### src/rtl/ata_tf_pkg.sv
package ata_tf_pkg;
  typedef enum logic [1:0] {
    ST_IDLE = 2'd0,
    ST_PIO  = 2'd1,
    ST_WAIT = 2'd2
  } tfState_t;

  localparam logic [7:0] CMD_RD_DMA   = 8'hC8;
  localparam logic [7:0] CMD_WR_DMA   = 8'hCA;
  localparam logic [7:0] CMD_FLUSH    = 8'hE7;
  localparam logic [7:0] CMD_IDENTIFY = 8'hEC;

  localparam logic [1:0] OP_READ  = 2'd0;
  localparam logic [1:0] OP_WRITE = 2'd1;
  localparam logic [1:0] OP_FLUSH = 2'd2;

  localparam logic [7:0] ERR_ABORT = 8'h04;

  typedef struct packed {
    logic tfWrEn;
    logic ptrClear;
    logic ptrStep;
  } ctlStrobe_t;
endpackage

### src/rtl/ata_tf_control.sv
module ata_tf_control
  import ata_tf_pkg::*;
(
  input  logic       clk,
  input  logic       rstN,
  input  logic [2:0] ioAddr,
  input  logic       ioWrEn,
  input  logic [7:0] cmdByte,
  input  logic       ioRdEn,
  input  logic       devOne,
  input  logic       lastWord,
  input  logic       opDone,
  input  logic       opErr,
  output ctlStrobe_t strobes,
  output logic [7:0] statusByte,
  output logic [7:0] errByte,
  output logic       irq,
  output logic       opStart,
  output logic [1:0] opCode
);
  tfState_t state;
  logic     errFlag;
  logic     cmdWr, accept, isOp, isKnown, statusRd, setIrq, doneEvt;

  always_comb begin
    cmdWr    = ioWrEn && (ioAddr == 3'd7);
    accept   = cmdWr && (state == ST_IDLE) && !devOne;
    isOp     = (cmdByte == CMD_RD_DMA) || (cmdByte == CMD_WR_DMA) || (cmdByte == CMD_FLUSH);
    isKnown  = isOp || (cmdByte == CMD_IDENTIFY);
    statusRd = ioRdEn && (ioAddr == 3'd7);
    doneEvt  = (state == ST_WAIT) && opDone;
    setIrq   = (accept && !isOp) || doneEvt;
    strobes.tfWrEn   = ioWrEn && (ioAddr >= 3'd2) && (ioAddr <= 3'd6) && (state != ST_WAIT);
    strobes.ptrClear = accept && (cmdByte == CMD_IDENTIFY);
    strobes.ptrStep  = ioRdEn && (ioAddr == 3'd0) && (state == ST_PIO);
    statusByte = {state == ST_WAIT, 1'b1, 1'b0, 1'b0, state == ST_PIO, 2'b00, errFlag};
  end

  always_ff @(posedge clk or negedge rstN) begin
    if (!rstN) begin
      state   <= ST_IDLE;
      errFlag <= 1'b0;
      errByte <= 8'h00;
      irq     <= 1'b0;
      opStart <= 1'b0;
      opCode  <= OP_READ;
    end else begin
      opStart <= 1'b0;
      if (setIrq)        irq <= 1'b1;
      else if (statusRd) irq <= 1'b0;
      unique case (state)
        ST_IDLE: begin
          if (accept) begin
            errFlag <= !isKnown;
            errByte <= isKnown ? 8'h00 : ERR_ABORT;
            if (cmdByte == CMD_IDENTIFY) state <= ST_PIO;
            else if (isOp) begin
              state   <= ST_WAIT;
              opStart <= 1'b1;
              opCode  <= (cmdByte == CMD_RD_DMA) ? OP_READ :
                         (cmdByte == CMD_WR_DMA) ? OP_WRITE : OP_FLUSH;
            end
          end
        end
        ST_PIO: begin
          if (strobes.ptrStep && lastWord) state <= ST_IDLE;
        end
        ST_WAIT: begin
          if (opDone) begin
            state   <= ST_IDLE;
            errFlag <= opErr;
            errByte <= opErr ? ERR_ABORT : 8'h00;
          end
        end
        default: state <= ST_IDLE;
      endcase
    end
  end
endmodule

### src/rtl/ata_tf_datapath.sv
module ata_tf_datapath
  import ata_tf_pkg::*;
#(
  parameter int WORD_COUNT = 256,
  parameter int SER_CHARS  = 20,
  parameter int FW_CHARS   = 8,
  parameter int SER_WORD   = 10,
  parameter int FW_WORD    = 23,
  parameter logic [8*SER_CHARS-1:0] SERIAL_ID = "ATACTL-SN-000042    ",
  parameter logic [8*FW_CHARS-1:0]  FW_REV    = "FW-1.07 "
) (
  input  logic        clk,
  input  logic        rstN,
  input  logic [2:0]  ioAddr,
  input  logic [7:0]  ioWrData,
  input  ctlStrobe_t  strobes,
  input  logic [7:0]  statusByte,
  input  logic [7:0]  errByte,
  output logic [15:0] ioRdData,
  output logic        devOne,
  output logic        lastWord,
  output logic [23:0] opLba,
  output logic [7:0]  opCount
);
  localparam int PTR_W = $clog2(WORD_COUNT);
  localparam logic [PTR_W-1:0] LAST_PTR = PTR_W'(WORD_COUNT - 1);
  localparam int SER_WORDS = SER_CHARS / 2;
  localparam int FW_WORDS  = FW_CHARS / 2;

  logic [7:0]       tfReg [2:6];
  logic [PTR_W-1:0] wordPtr;

  function automatic logic [7:0] serChar(input int k);
    return SERIAL_ID[8*(SER_CHARS-1-k) +: 8];
  endfunction

  function automatic logic [7:0] fwChar(input int k);
    return FW_REV[8*(FW_CHARS-1-k) +: 8];
  endfunction

  function automatic logic [15:0] identWord(input logic [PTR_W-1:0] idx);
    int w;
    logic [15:0] r;
    w = int'(idx);
    r = 16'h0000;
    if (w == 0)       r = 16'h0040;
    else if (w == 49) r = 16'h0200;
    else if (w == 85) r = 16'h0020;
    else if (w >= SER_WORD && w < SER_WORD + SER_WORDS)
      r = {serChar(2*(w-SER_WORD)), serChar(2*(w-SER_WORD)+1)};
    else if (w >= FW_WORD && w < FW_WORD + FW_WORDS)
      r = {fwChar(2*(w-FW_WORD)), fwChar(2*(w-FW_WORD)+1)};
    return r;
  endfunction

  generate
    for (genvar g = 2; g <= 6; g++) begin : g_tf
      always_ff @(posedge clk or negedge rstN) begin
        if (!rstN) tfReg[g] <= 8'h00;
        else if (strobes.tfWrEn && (ioAddr == 3'(g))) tfReg[g] <= ioWrData;
      end
    end
  endgenerate

  always_ff @(posedge clk or negedge rstN) begin
    if (!rstN)                 wordPtr <= '0;
    else if (strobes.ptrClear) wordPtr <= '0;
    else if (strobes.ptrStep)  wordPtr <= wordPtr + 1'b1;
  end

  always_comb begin
    devOne   = tfReg[6][4];
    lastWord = (wordPtr == LAST_PTR);
    opLba    = {tfReg[5], tfReg[4], tfReg[3]};
    opCount  = tfReg[2];
    unique case (ioAddr)
      3'd0:    ioRdData = statusByte[3] ? identWord(wordPtr) : 16'h0000;
      3'd1:    ioRdData = {8'h00, errByte};
      3'd7:    ioRdData = {8'h00, statusByte};
      default: ioRdData = {8'h00, tfReg[ioAddr]};
    endcase
  end
endmodule

### src/rtl/ata_taskfile.sv
module ata_taskfile
  import ata_tf_pkg::*;
#(
  parameter int WORD_COUNT = 256,
  parameter int SER_CHARS  = 20,
  parameter int FW_CHARS   = 8,
  parameter logic [8*SER_CHARS-1:0] SERIAL_ID = "ATACTL-SN-000042    ",
  parameter logic [8*FW_CHARS-1:0]  FW_REV    = "FW-1.07 "
) (
  input  logic        clk,
  input  logic        rstN,
  input  logic [2:0]  ioAddr,
  input  logic        ioWrEn,
  input  logic [7:0]  ioWrData,
  input  logic        ioRdEn,
  output logic [15:0] ioRdData,
  output logic        irq,
  output logic        opStart,
  output logic [1:0]  opCode,
  output logic [23:0] opLba,
  output logic [7:0]  opCount,
  input  logic        opDone,
  input  logic        opErr
);
  ctlStrobe_t strobes;
  logic [7:0] statusByte, errByte;
  logic       devOne, lastWord;

  ata_tf_control u_ctl (
    .clk(clk), .rstN(rstN), .ioAddr(ioAddr), .ioWrEn(ioWrEn), .cmdByte(ioWrData),
    .ioRdEn(ioRdEn), .devOne(devOne), .lastWord(lastWord), .opDone(opDone),
    .opErr(opErr), .strobes(strobes), .statusByte(statusByte), .errByte(errByte),
    .irq(irq), .opStart(opStart), .opCode(opCode)
  );

  ata_tf_datapath #(
    .WORD_COUNT(WORD_COUNT), .SER_CHARS(SER_CHARS), .FW_CHARS(FW_CHARS),
    .SERIAL_ID(SERIAL_ID), .FW_REV(FW_REV)
  ) u_dp (
    .clk(clk), .rstN(rstN), .ioAddr(ioAddr), .ioWrData(ioWrData), .strobes(strobes),
    .statusByte(statusByte), .errByte(errByte), .ioRdData(ioRdData), .devOne(devOne),
    .lastWord(lastWord), .opLba(opLba), .opCount(opCount)
  );
endmodule

### config.mk
export PLATFORM = sky130hd
export DESIGN_NAME = ata_taskfile
export DESIGN_NICKNAME = d
export VERILOG_FILES = /design/src/rtl/ata_tf_pkg.sv /design/src/rtl/ata_tf_control.sv /design/src/rtl/ata_tf_datapath.sv /design/src/rtl/ata_taskfile.sv
export SDC_FILE = /design/constraint.sdc
export NUM_CORES = 1
export LEC_CHECK = 0
export ABC_AREA = 1
export CAP_MARGIN = 20
export CORE_UTILIZATION = 48
export DETAILED_ROUTE_END_ITERATION = 10
export HOLD_SLACK_MARGIN = 0.03
export PLACE_DENSITY = 0.77
export SETUP_SLACK_MARGIN = 0.3
export SYNTH_ARGS = -nofsm -noshare
export SYNTH_HDL_FRONTEND = slang
export SYNTH_SLANG_ARGS = --single-unit
### constraint.sdc
create_clock -name clk -period 2.1 [get_ports clk]
set_input_delay 0.21 -clock clk [delete_from_list [all_inputs] [get_ports clk]]
set_output_delay 0.21 -clock clk [all_outputs]
set_load 0.01 [all_outputs]
---- After elaboration in Yosys (flattened, before gate mapping) ----
Cells that the tools add are included.
word-level totals
  register bits after elaboration ......... 63
  latch bits .............................. 0
  bits in writable memories ............... 0
  ROM bits ................................ 0
  logic and storage cells ................. 125
  memories kept ........................... 0
cells by class
  $add $sub $neg .......................... 9
  multipliers ............................. 0
  div/mod/pow operators ................... 0
  magnitude comparators ................... 7
  equality and inequality tests ........... 21
  shifts and indexed selects .............. 4
  multiplexer cells ....................... 34
  bitwise logic cells ..................... 2
  reductions and logical operators ........ 36
operator list
  kind                       count
  $shiftx 160x32->8 const A  2
  $shiftx 64x32->8 const A   2
  $mux 16                    6
  $add 29x2->29 const B      2
  $sub 4x29->29 const A      2
  $sub 6x29->29 const A      2
  $eq 8x8->1 const B         6
  $mux 8                     6
  $pmux 16 s3                1
  $bmux 8 s3                 1
  $logic_and 1x1->1          20
  $lt 8x5->1 const B         2
  $pmux 8 s2                 1
  $mux 2                     7
  $eq 3x3->1 const B         4
  $sub 8x4->9 const B        1
  $sub 8x5->9 const B        1
  $add 8x1->8 const B        1
  $eq 8x7->1 const B         1
  $ge 8x4->1 const B         1
  $ge 8x5->1 const B         1
  $logic_not 8->1            1
  $mux 1                     8
  $reduce_and 4->1           2
  other kinds (21)           32

---- Logic depth before layout (Yosys ltp) ----
Gate-level depths: netlist (run 1).
  depth after elaboration ................. 11
  depth in mapped cells ................... 17

---- Cells and area by module ----
A second synthesis (run 1) with hierarchy kept.
second synthesis, totals
  cells, all modules ...................... 602
  area, all modules ....................... 4371.7 µm²
by module, submodules not included
  module           times used  cells an instance  area each (µm²)
  ata_tf_datapath  1           508                3742.3
  ata_tf_control   1           94                 629.4

---- Worst setup path before layout (run 1) ----
Ideal clock, no wire load.
  path kind ............................... reg-to-output
  from .................................... register u_dp.wordPtr[0]
  to ...................................... output port ioRdData[4]
  arrival time ............................ 2.034 ns
  slack ................................... -0.144 ns
  stages on the path, launching flop included .. 14
  buffers on the path ..................... 1
  cell sequence ........................... dfrtp_1 > inv_1 > clkbuf_1 > ha_1 > o21ai_1 > nand2_1 > inv_1 > nor2_1 > or2_2 > o21ai_1 > nand4_1 > nand2_1 > nand2_1 > nand2_1
on the way
  cells in the longest elaborated chain, start to end .. 11
  elaborated cells between the ends (all ways) .. 24
  classes of those cells .................. add/sub (6); order compare (4); eq/ne (2); shift (2); mux (7); reduce/logical (3)
ends and longest elaborated chain
  item                    line                   RTL
  start, declared         ata_tf_datapath.sv:31  logic [PTR_W-1:0] wordPtr;
  start signal, assigned  ata_tf_datapath.sv:68  else if (strobes.ptrStep) wordPtr <= wordPtr + 1'b1;
  $sub 8x5->9             ata_tf_datapath.sv:52  r = {fwChar(2*(w-FW_WORD)), fwChar(2*(w-FW_WORD)+1)};
  $add 29x2->29           ata_tf_datapath.sv:52
  $sub 4x29->29           ata_tf_datapath.sv:38  return FW_REV[8*(FW_CHARS-1-k) +: 8];
  $shiftx 64x32->8        ata_tf_datapath.sv:38
  $mux 16                 ata_tf_datapath.sv:51  else if (w >= FW_WORD && w < FW_WORD + FW_WORDS)
  $mux 16                 ata_tf_datapath.sv:49  else if (w >= SER_WORD && w < SER_WORD + SER_WORDS)
  $mux 16                 ata_tf_datapath.sv:48  else if (w == 85) r = 16'h0020;
  $mux 16                 ata_tf_datapath.sv:47  else if (w == 49) r = 16'h0200;
  $mux 16 *               ata_tf_datapath.sv:46  if (w == 0) r = 16'h0040;
  $mux 16 *               ata_tf_datapath.sv:77  3'd0: ioRdData = statusByte[3] ? identWord(wordPtr) : 16'h0000;
  $pmux 16 s3 *           ata_tf_datapath.sv:76  unique case (ioAddr)
  end, declared           ata_taskfile.sv:16     output logic [15:0] ioRdData,
Mark *: on every way between the ends. The rest lies on a longest branch, timed or not.

---- Worst setup path in the final report (run 1) ----
  from .................................... register u_dp.wordPtr[1]
  to ...................................... output port ioRdData[8]
on the way
  cells in the longest elaborated chain, start to end .. 10
  elaborated cells between the ends (all ways) .. 22
  classes of those cells .................. add/sub (4); order compare (4); eq/ne (2); shift (2); mux (7); reduce/logical (3)
ends and longest elaborated chain
  item              line
  $sub 8x5->9       ata_tf_datapath.sv:52
  $sub 4x29->29     ata_tf_datapath.sv:38
  $shiftx 64x32->8  ata_tf_datapath.sv:38
  $mux 16           ata_tf_datapath.sv:51
  $mux 16           ata_tf_datapath.sv:49
  $mux 16           ata_tf_datapath.sv:48
  $mux 16           ata_tf_datapath.sv:47
  $mux 16 *         ata_tf_datapath.sv:46
  $mux 16 *         ata_tf_datapath.sv:77
  $pmux 16 s3 *     ata_tf_datapath.sv:76
Marked as above.

==> results.txt, run 1 <==
- The run finished, with violations left.
- The checks that failed: setup timing.
* Dpl ws: -0.468 ns
- Across all layers, the routed design uses 4103 vias.
- Slowest stage cell on the critical path: dfrtp_2
- Routability-driven placement congestion ratio: between 1 and 1.5
* DIE AREA: between 8000 and 9000 um^2
* Clock transition at the register clock pins on the worst setup and hold paths after CTS: 0.09 ns
* Layout Utilization: 71.9%
- Number of antenna cells inserted: 0
- Synthesized netlist cell count: ~530
- Area of the placeable core: about 7700 um^2
* Filler Cells Inserted: 600
- Max Buffers Root-to-Sink: 2
- For this design the static power due to leakage is 2.71 nW.
- Post-Place Cell Area: between 5000 and 6000 um^2
* Register bit count reported by yosys: between 50 and 60
* Worst setup path endpoint: ioRdData[8]
- Setup slack, reg-to-reg: approximately 0.27 ns
- The critical path is of the reg2out type.
- Overall power consumption after layout is estimated at 3.45 mW.
* Delay contributed by the slowest stage of the critical path: between 0.4 and 0.5 ns
- Final WS setup: -0.391 ns
* Synthesized Nets: roughly 560
* Fmax: about 0.4 GHz
- Class of the most critical hold timing path: in2async
- Part of the cycle the worst path needs: 119%
- Walking the worst path, the cells encountered are inv_4, ha_4, inv_2, nand2_4, nand2_2, inv_1, o21ai_1, nand2_2, buf_4, buf_4, a21oi_2, nand3_2, a21oi_2, buf_2.
- The count of pins over their slew limit came to 0.
- The worst register-to-register path has a depth of 10.
- The worst setup path is launched from a flip-flop.
- The worst register-to-register path begins at u_dp.wordPtr[1].
* Setup Viol. Count Final: 14
* Wire length of the first global-routing pass: around 19 mm
* RSZ-0062 raised after global routing: true
- After legalization and detailed placement, the total HPWL measured around 9.1 mm.
* Average vias per placed instance: about 5.3
- Clk Tree Root Cell: clkbuf_8
* Final global-route overflow total: 0
- TritonCTS built the clock tree.
- Port buffering added 67 buffers.
- At the worst endpoint, the required time is between 1.5 and 2 ns.
- Growth of design area from synthesis to finish: 44.6%
- Sink count of the clock tree: 55
- The clock tree synthesis step divided the H-tree into 2 levels.
* Combined area of all synthesized cells: between 3000 and 4000 um^2
- Count of unique library cells instantiated by Yosys: 47
- In the global route stage, overall resource usage came out at between 20 and 30%.
- Layout cells sized above 1: about 38%
* Starting density of the core: between 40% and 50%
- Startpoint of the most critical setup path: u_dp.wordPtr[1]
- After detailed routing, the average wire length per cell comes to 15.5 um.
- Data arrives at the worst endpoint at roughly 2.3 ns.
- Post-route antenna net violation count: 0
* YS warnings: 0
* Post-route cell area: between 5000 and 6000 um^2
- Height of the die: between 90 and 100 um
- The worst setup path is captured at an output pin.
* I/O pin cnt: a little under 70
* Initial antenna violation count: 0
- Max-cap violations in this run came to 0.
* FP Rows: 32
- Drt total wl: approximately 12 mm
- Number of DRC violations after detailed routing: 0
- Min cycle time layout: roughly 2.5 ns
- At the end of the flow, the number of nets in the layout was a little under 700.
- The total count of hold-check failures in the final report was 0.
- The worst register-to-register path ends at u_ctl.state[1].
* Pin count of the biggest net entering global routing: 23
- Total power density per cell area: 621 nW/um^2
* Iteration-0 DRC Markers: ~180
* Syn_area_per_cell: 7.23 um^2
- The die is roughly 91 um wide.
- Via count of the first global-routing pass: a little over 4000
- Clock skew after layout: 0.00712 ns
- Iteration count of the initial detailed-routing pass: 4
- Clk Latency, worst-skew pair: approximately 0.31 ns
* Number of buffers created by CTS: 5
- Max VDD drop: 0.521 mV
- Of all nets on the critical path, the largest fanout is 6.
- Sequential-to-total area share from yosys stat: a little over a third
==> where the power goes <==
group	switching, mW	internal [mW]	leakage, nW	total, mW
clock network	0.352	0.386	0.0612	0.738
logic	0.672	0.660	1.98	1.33
registers	0.159	1.22	0.677	1.38
==> registers in the layout, summed over array words and instances, names as in the netlist <==
register and cells:
u_ctl.opCode 2, u_ctl.irq 1, u_dp.tfReg 7, u_ctl.errByte 1, u_dp.opLba 24, u_ctl.state 2, u_ctl.opStart 1, u_dp.devOne 1
u_dp.opCount 8, u_dp.wordPtr 8
==> placed cells by master (no fill, tap or decap), types with 3 or more instances in the layout <==
master             n
buf_2             11
nand2_4            5
nor3_1             6
inv_2             12
nand4_1           13
nor2_4            10
a21oi_1            9
dfrtp_1           52
nand3_2            9
nand2_1          123
nand2_2           32
clkdlybuf4s50_1   48
buf_4             99
o21ai_1            3
nor2_1            24
dfrtp_2            3
a21oi_2           10
nand3_1           22
a22o_1             3
inv_1             39
o22ai_1            3
clkbuf_8           6
buf_6              9
o21ai_2            5
inv_4              4
ha_1               4
nor3_2             3
nand3_4            3
o21ai_0           48
ha_4               3
nor2_2            11
==> synth_stat cells (all sizes together) <==
| master | n | area [um^2] |
|---|---|---|
| a211oi | 2 | 15.0 |
| a21boi | 1 | 7.51 |
| a21oi | 19 | 98.9 |
| a221oi | 2 | 17.5 |
| a22o | 3 | 26.3 |
| a22oi | 3 | 22.5 |
| a32o | 1 | 10.0 |
| a32oi | 1 | 8.76 |
| and3 | 1 | 6.26 |
| buf | 36 | 272 |
| clkbuf | 6 | 22.5 |
| clkinv | 1 | 3.75 |
| conb | 1 | 3.75 |
| dfrtp | 55 | 1380 |
| ha | 8 | 100 |
| inv | 56 | 210 |
| mux2i | 1 | 10.0 |
| nand2 | 160 | 658 |
| nand3 | 34 | 215 |
| nand4 | 13 | 81.3 |
| nor2 | 45 | 196 |
| nor3 | 10 | 66.3 |
| nor4 | 2 | 18.8 |
| o2111ai | 1 | 8.76 |
| o211ai | 1 | 7.51 |
| o21a | 1 | 7.51 |
| o21ai | 57 | 289 |
| o221ai | 1 | 8.76 |
| o22ai | 4 | 25.0 |
| o31ai | 1 | 12.5 |
| or2 | 3 | 18.8 |
| xor2 | 1 | 16.3 |
==> per-layer routing <==
metal | wire length (um) | GRT usage [%] | up-vias | part of all wire [%]
li1 | - | - | 1983 | -
met1 | 5030 | 36.1 | 1953 | 42
met2 | 5950 | 50.6 | 132 | 50
met3 | 527 | 3.60 | 35 | 4.4
met4 | 449 | 12.3 | 0 | 3.8
met5 | 0 | 0 | - | 0
==> critical path, delay by kind of cell, from the launching register on <==
| kind | cells | cell delay, ns |
|---|---|---|
| buffers and inverters | 6 | 0.64 |
| AO/OA/AOI/OAI | 3 | 0.36 |
| adder cells (fa/ha/maj) | 1 | 0.16 |
| AND/OR/NAND/NOR | 4 | 0.34 |
| flip-flops | 1 | 0.48 |
==> repair_timing <==
item / 4_1_cts / 5_1_grt
pin swaps: 36 / 18
setup buffers: 13 / 1
hold buffers: 1 / 0
endpoints found under the setup margin: 27 / 26
resized for setup: 109 / 30
hold endpoints to repair: 16 / 0
==> worst min-delay path by stage <==
stage | start | endpoint | slack, ns | depth (start not counted)
final | rstN | u_dp.opLba[15] | 0.35 | 2
after global routing | rstN | u_dp.opLba[15] | 0.38 | 2
after CTS | rstN | u_dp.opLba[15] | 0.36 | 2
after detailed placement | rstN | u_dp.opLba[15] | 0.16 | 1
after global placement | rstN | u_dp.opLba[23] | 0.15 | 1
after floorplan | rstN | u_ctl.errByte[2] | -0.09 | 0
==> stage by stage <==
stage | TNS [ns] | hold slack (ns) | std cells
after floorplan | 0 | -0.0856 | 531
after global placement | -6.67 | 0.151 | 748
after detailed placement | -7.67 | 0.160 | 748
after CTS | -4.00 | 0.356 | 770
after global routing | -6.21 | 0.380 | 771
final | -4.58 | 0.347 | 771
==> final cells by class <==
class                   count  area (um^2)  share of cell area [%]
clock buffers               6         82.6                    1.49
clock inverters             2         35.0                   0.631
inverters                  57          230                    4.15
multi-input cells         377         2270                    40.9
flip-flops and latches     55         1380                    24.8
well taps                 102          128                    2.30
repair buffers            172         1430                    25.7
==> cells by family (layout without fill, tap and decap cells) <==
family / Yosys count / after routing / synth area share, %
and+or+nand+nor: 268 / 268 / 32.8
buffers and inverters: 99 / 237 / 13.2
AOI/OAI and AO/OA: 98 / 98 / 14.7
DFF: 55 / 55 / 35.8
adders and majority gates: 8 / 8 / 2.61
other: 1 / 1 / 0.0976
xor gates and xnor gates: 1 / 1 / 0.424
muxes: 1 / 1 / 0.261
(Power assumes the default switching activity.)
==> run 2: changes to the inputs <==
--- a/config.mk
+++ b/config.mk
@@ -7,11 +7,12 @@
 export LEC_CHECK = 0
 export ABC_AREA = 1
 export CAP_MARGIN = 20
-export CORE_UTILIZATION = 48
+export CORE_UTILIZATION = 55
 export DETAILED_ROUTE_END_ITERATION = 10
 export HOLD_SLACK_MARGIN = 0.03
-export PLACE_DENSITY = 0.77
+export PLACE_DENSITY = 0.83
 export SETUP_SLACK_MARGIN = 0.3
 export SYNTH_ARGS = -nofsm -noshare
 export SYNTH_HDL_FRONTEND = slang
 export SYNTH_SLANG_ARGS = --single-unit
+export TNS_END_PERCENT = 5
==> constraint.sdc (replaced) <==
create_clock -name clk -period 2.9 [get_ports clk]
set_input_delay 0.29 -clock clk [delete_from_list [all_inputs] [get_ports clk]]
set_output_delay 0.29 -clock clk [all_outputs]
set_load 0.01 [all_outputs]
==> run 2 against run 1 <==
Against the previous run:
- the flow now finishes without violations
- setup slack improved by 0.56 ns
- first-iteration DRC count rose by 53%
- highest routed layer unchanged
- sequential share of layout area up 5.1 points
- worst hold slack worse by 0.26 ns
- register-to-register slack improved by 0.75 ns
- clock skew grew 0.0057 ns
- largest cell class unchanged
- critical path type unchanged
- combinational power decreased by 41%
- global-route usage rose by 3.0 points
- power is 36% lower
- sequential cell count unchanged
==> results.txt, run 2 (synthesis results as in run 1) <==
* Count of buffers from port buffering: 67 (unchanged)
- The ratio of routed vias to standard cells came to 5.93 (+11%).
- Pin count of the biggest net entering global routing: 56 (+140%)
* I/O pin cnt: 69 (unchanged)
- Largest delay contributor family on the critical path: simple AND/OR/NAND/NOR gates
* GRT Overall Usage: 32.0% (+3.0 points)
- The switching portion of total power came to 36.5% (+2.2 points).
- For the pin with the worst max-slew slack, the measured transition is between 0.6 and 0.7 ns.
- The overall routed net length is 11.3 mm (-5.5%).
- The final antenna diode count came to 0 (unchanged).
* Delay contributed by the slowest stage of the critical path: 0.44 ns (-0.04 ns)
- Number of DRC violations after detailed routing: 0 (unchanged)
- Routability-driven placement congestion ratio: 1.02 (+1.6%)
* Kind of launch point of the worst setup path: flip-flop
- In this run the worst hold path is classified as in2async.
- The total number of clock tree sinks was 55 (unchanged).
* Clk Latency, worst-skew pair: 0.31 ns (about the same)
- The worst setup path is of the reg2out kind.
- CTS placed an instance of clkbuf_8 at the clock tree root.
- The quantity of hold-fixing buffers added after cts came to 0 (-1).
* Relative contribution of sequential cells to total power: 45.2% (+5.2 points)
- Filler Cells Inserted: 592 (-1.3%)
- Height of the die: 85.6 um (-6.4%)
- Kind of end point of the critical path: output pin
- Max VDD drop: 0.383 mV (-27%)
* Cell type with the highest occurrence count on the critical path: nand2_4
- Total power density per cell area: 479 nW/um^2 (-23%)
- Clock skew after layout: 0.0129 ns (+0.00573 ns)
- Max-slew headroom at the worst pin: 53.7%
* Share of total power in combinational logic: 35.6% (-3.0 points)
* Leakage power of the design: 2.27 nW (-16%)
* Part of the cycle the worst path needs: between 90% and 100%
- The register-to-register setup slack was 1.02 ns (+0.75 ns).
* Share of total power in the clock network: 19.2% (-2.2 points)
* Max Buffers Root-to-Sink: 2 (unchanged)
* Crit path arrival time: 2.44 ns (+0.16 ns)
- Clock transition at the register clock pins on the worst setup and hold paths after CTS: 0.10 ns (about the same)
* Iteration count of the initial detailed-routing pass: 5 (+1)
* Clock tree from TritonCTS: built
* Starting density of the core: 56.9% (+7.1 points)
* Power dissipated by switching net loads: 0.806 mW (-32%)
- The total count of hold-check failures in the final report was 0 (unchanged).
* Slowest stage cell on the critical path: dfrtp_2
* Worst Path Required: 2.61 ns (+0.72 ns)
- Overall via count from detail_route: 3903 (-4.9%)
- The worst path needs about 2.7 ns of the cycle, external delays included.
* DIE AREA: 7320 um^2 (-12%)
- Derived from the worst setup path, the maximum achievable clock frequency is around 0.37 GHz.
* Cell-internal power: 1.40 mW (-38%)
- The run finished with clean final reports.
- Area of the placeable core: 6760 um^2 (-13%)
- Post-Place Cell Area: 4370 um^2 (-15%)
- Layout Utilization: 68.3% (-3.6 points)
- Cell breakdown of the critical path: inv_2, ha_4, inv_1, nand2_4, nand2_4, nand2_2, nand2_4, inv_2, nand2_4, nand2_4, inv_4, nand3_1, o21ai_2, nand3_1, a21oi_1, clkdlybuf4s15_1
* FP Rows: 30 (-6.3%)
* Setup Viol. Count Final: 0 (-14)
- Post-route cell area: 4610 um^2 (-17%)
* RSZ-0062 raised after global routing: true
- Via count of the first global-routing pass: 3764 (-7.2%)
* Worst Hold Margin: 0.0859 ns (-0.262 ns)
- Number of buffers created by CTS: 5 (unchanged)
- The layout net count was 602 (-13%).
* Initial antenna violation count: 0 (unchanged)
* Non-filler instance count after layout: 658 (-15%)
* Max reg flops: 24 (unchanged)
- Maximum fanout count along the critical path: 5 (-1)
- Summed negative setup slack over all endpoints: 0 ns (+4.58 ns)
* CTS HTree Levels: 2 (unchanged)
- The remaining number of nets flagged by the antenna check after routing was 0 (unchanged).
- Die width: 85.6 um (-6.4%)
* Placed Cells incl. Taps: 644 (-14%)
- The violation count after the first detailed-routing iteration was 269 (+53%).
- The global-route wire length before repair was 18.1 mm (-5.8%).
* Final global-route overflow total: 0 (unchanged)
- Layout cells sized above 1: 19.0% (-19 points)
- Max Cap Viol: 0 (unchanged)
- Commonest cells after routing, fill and taps aside: nand2_1, dfrtp_1, o21ai_0, clkdlybuf4s50_1, inv_1
* Bufs and invs on worst path: 5 (-1)
* Growth of design area from synthesis to finish: 20.1%
* Post-DP HPWL: 8.37 mm (-8.2%)
* Most common library cell in the layout ignoring fill and taps: nand2_1
* Average wire length per cell after detail routing: 17.2 um (+11%)
- Total count of max-transition violations in the final report: 0 (unchanged)
run 2: final timing paths:
check                             endpoint       startpoint  cells after the start
setup / recovery               ioRdData[8]  u_dp.wordPtr[1]                     16
hold / removal             u_ctl.opCode[1]             rstN                      2
setup reg to reg           u_dp.wordPtr[1]   u_ctl.state[0]                      7
hold reg to reg              u_dp.tfReg[6]    u_dp.tfReg[6]                      2
max in group asynchronous  u_dp.wordPtr[1]             rstN                      2
min in group clk             u_dp.tfReg[6]    u_dp.tfReg[6]                      2
run 2: power by group through the flow:
stage	Combinational (mW)	Clock (mW)	Sequential, mW
6_report	0.785	0.424	0.998
3_3_place_gp	0.726	0	1.00
3_5_place_dp	0.743	0	1.01
5_1_grt	0.854	0.466	1.01
4_1_cts	0.758	0.430	0.993
2_1_floorplan	0.507	0	0.969
run 2: what timing repair did:
item	CTS	global route
resized for setup	27	55
setup endpoints to repair	14	15
gates cloned	0	0
pin swaps	1	7
setup buffers	6	0
run 2: final cells by class:
type | count | area [um^2] | share of cell area (%)
clock buffers | 5 | 68.8 | 1.49
flip-flops and latches | 55 | 1380 | 29.9
repair buffers | 81 | 746 | 16.2
clock inverters | 3 | 18.8 | 0.407
well taps | 80 | 100 | 2.17
multi-input cells | 377 | 2080 | 45.1
inverters | 57 | 221 | 4.80
run 2: stage by stage:
stage / worst slack (ns) / power (mW)
after floorplan: 0.576 / 1.48
after global placement: 0.132 / 1.73
after detailed placement: 0.0758 / 1.75
after CTS: 0.0376 / 2.18
after global routing: 0.0389 / 2.33
final: 0.172 / 2.21
run 2: layer usage:
| layer | up-vias | global-route usage (%) | wire, um |
|---|---|---|---|
| met2 | 219 | 55.1 | 5690 |
| met4 | 0 | 19.2 | 543 |
| met1 | 1831 | 37.9 | 4300 |
| met3 | 44 | 5.10 | 766 |
| li1 | 1809 | - | - |
| met5 | - | 0 | 0 |
==> run 3: changes to the inputs <==
--- a/config.mk
+++ b/config.mk
@@ -15,4 +15,3 @@
 export SYNTH_ARGS = -nofsm -noshare
 export SYNTH_HDL_FRONTEND = slang
 export SYNTH_SLANG_ARGS = --single-unit
-export TNS_END_PERCENT = 5
==> run 3 against run 2 <==
Against the previous run:
- wire length rose by 7.1%
- clock power barely moved
- fmax fell by 1.2%
- first-iteration DRC count rose by 32%
- design area rose by 5.6%
- non-clock buffer count rose by 20
- critical path depth rose by 1
- critical endpoint is now ioRdData[6]
- largest cell class unchanged
==> results.txt, run 3 (synthesis results as in run 1) <==
- Min cycle time layout: 2.76 ns (+0.0335 ns)
- The die extent in y came to 85.6 um (unchanged).
- The global-route wire length before repair came to 18.5 mm (+2.1%).
* Area of the placeable core: 6760 um^2 (unchanged)
- The global-route congestion overflow total was 0 (unchanged).
- Setup Viol. Count Final: 0 (unchanged)
* Worst r2r path cells: 7 (unchanged)
* Critical register-to-register path startpoint: u_ctl.state[0]
- Placed Cells incl. Taps: 644 (unchanged)
* Most common library cell in the layout ignoring fill and taps: nand2_1
* Hold Vio Cnt, Final: 0 (unchanged)
- The library cells used most frequently in the layout, excluding fill and tap cells, are nand2_1, dfrtp_1, clkdlybuf4s50_1, o21ai_0, inv_1.
* Die width: 85.6 um (unchanged)
- The area of all placed cells without fillers was 4870 um^2 (+5.6%).
- Cell type with the highest occurrence count on the critical path: nand2_1
- Setup slack, reg-to-reg: 0.98 ns (-0.04 ns)
* Clock tree from TritonCTS: built
- The initial antenna violation count came to 0 (unchanged).
- FP Rows: 30 (unchanged)
- Total count of max-transition violations in the final report: 0 (unchanged)
- Maximum fanout count along the critical path: 7 (+2)
- Reg-to-reg critical path endpoint: u_dp.wordPtr[1]
- The worst stage delay on the critical path came to 0.42 ns (-0.02 ns).
- The initial cell density of the core came to 56.9% (unchanged).
- The maximum count of clock buffers along a single path came to 2 (unchanged).
* Post-route antenna net violation count: 0 (unchanged)
- Max reg flops: 24 (unchanged)
- The violation count after the first detailed-routing iteration came to 354 (+32%).
- The half-perimeter wire length of the detailed placement result was 8.37 mm (unchanged).
- Iteration count of the initial detailed-routing pass: 5 (unchanged)
- Worst Path Required: 2.61 ns (about the same)
- The number of DRC violations after detailed routing came to 0 (unchanged).
- Average vias per placed instance: 5.90 (-0.59%)
- Clock transition at the register clock pins on the worst setup and hold paths after CTS: 0.10 ns (about the same)
- Clock skew after layout: 0.0124 ns (-0.000493 ns)
- Non-filler instance count after layout: 678 (+3.0%)
* Kind of end point of the critical path: output pin
- The source-to-sink clock delay at the later pin of the worst-skew pair is 0.31 ns (about the same).
- Classification of the worst setup path: reg2out
* Slowest stage cell on the critical path: dfrtp_1
- GRT Overall Usage: 32.6% (+0.57 points)
* RSZ-0062 raised after global routing: true
* Bufs and invs on worst path: 4 (-1)
* Via count of the first global-routing pass: 3797 (+0.88%)
* Drt total wl: 12.1 mm (+7.1%)
- The sum of negative setup slack came to 0 ns (unchanged).
- The power density of the placed cells is 471 nW/um^2 (-1.6%).
- I/O pin cnt: 69 (unchanged)
- The total cell area at the placement stage came to 4370 um^2 (unchanged).
- DIE AREA: 7320 um^2 (unchanged)
- Sink count of the clock tree: 55 (unchanged)
- The worst relative slew slack is 52.8% (-0.94 points).
- Pin count of the biggest net entering global routing: 56 (unchanged)
- The total clock buffers created by CTS was 5 (unchanged).
- Clk Tree Root Cell: clkbuf_8
* Slew at the pin with the worst max-slew slack: 0.708 ns (+0.0140 ns)
- In this design, the largest share of critical-path delay is due to simple AND/OR/NAND/NOR gates.
* Cell breakdown of the critical path: buf_6, inv_6, ha_4, inv_2, nand2_4, nand2_4, nand2_2, nand2_8, a21oi_1, nor2_1, o211ai_1, nand2_1, nand2_1, nand2_1, nand2_1, nand2_1, buf_2
- The number of maximum-capacitance violations came to 0 (unchanged).
* Number of antenna cells inserted: 0 (unchanged)
- The tightest min-delay check is of the in2async type.
- Outcome: completed
* Leakage power of the design: 2.36 nW (+4.0%)
- The share of post-route cells with drive strength above 1 came to 24.4% (+5.4 points).
* Count of buffers from port buffering: 67 (unchanged)
* Crit path arrival time: 2.47 ns (+0.03 ns)
* Growth of design area from synthesis to finish: 26.8%
- Overall via count from detail_route: 3998 (+2.4%)
- The per-cell routed wire length came to 17.9 um (+4.0%).
- The worst setup path is launched from a flip-flop.
- Number of nets in the layout: 622 (+3.3%)
- The number of H-tree levels came to 2 (unchanged).
* Routability-driven placement congestion ratio: 1.02 (unchanged)
* CTS Hold Bufs: 0 (unchanged)
- The top achievable clock speed came to 0.362 GHz (-1.2%).
* Max VDD drop: 0.382 mV (-0.19%)
- Part of the cycle the worst path needs: 95.2% (+1.2 points)
## run 3: layer usage
metal  wire length, um  up-vias  global-route usage (%)
li1                  -     1843                       -
met1              4510     1870                    39.6
met2              6110      227                    57.1
met3               852       58                    3.66
met4               630        0                    17.4
met5                 0        -                       0
## run 3: power breakdown
part	internal, mW	total [mW]	switching, mW
Combinational	0.395	0.873	0.478
Clock	0.171	0.425	0.254
Sequential	0.883	0.996	0.114
## run 3: area by class of cell
cell class                      instances  area (um^2)
Clock buffer                            5         68.8
Timing Repair Buffer                  101          898
Inverter                               57          234
Fill cell                             541         1890
Tap cell                               80          100
Multi-Input combinational cell        377         2170
Sequential cell                        55         1380
Clock inverter                          3         18.8
## run 3: how the worst max path moves through the flow
| stage | slack, ns | endpoint | cells past startpoint | startpoint |
|---|---|---|---|---|
| floorplan | 0.58 | ioRdData[4] | 13 | u_dp.wordPtr[0] |
| global placement | 0.13 | ioRdData[1] | 7 | ioAddr[2] |
| detailed placement | 0.08 | ioRdData[3] | 9 | ioAddr[1] |
| CTS | 0.09 | ioRdData[4] | 14 | u_dp.wordPtr[1] |
| global route | 0.05 | ioRdData[6] | 17 | u_dp.wordPtr[1] |
| finish | 0.14 | ioRdData[6] | 17 | u_dp.wordPtr[1] |
## run 3: metrics by stage
step	hold WS, ns	utilization [%]	total power [mW]	setup slack [ns]
floorplan	-0.00559	-	1.48	0.576
global placement	0.446	64.7	1.73	0.132
detailed placement	0.455	64.7	1.75	0.0758
CTS	0.110	68.9	2.22	0.0852
global route	0.131	72.1	2.42	0.0481
finish	0.0953	72.1	2.29	0.138
## run 3: what timing repair did
action                     CTS  global route
resized for setup           74            57
setup buffers               15            11
setup endpoints to repair   14            15
pin swaps                    8            27
hold endpoints to repair     0             0
## run 3: worst reg2reg max path, stage by stage (launching register included)
cell	delay, ns
dfrtp_1	0.40
or2_2	0.33
nor4_2	0.24
inv_1	0.14
nor2_1	0.27
inv_1	0.17
nand2_1	0.15
o22ai_1	0.09
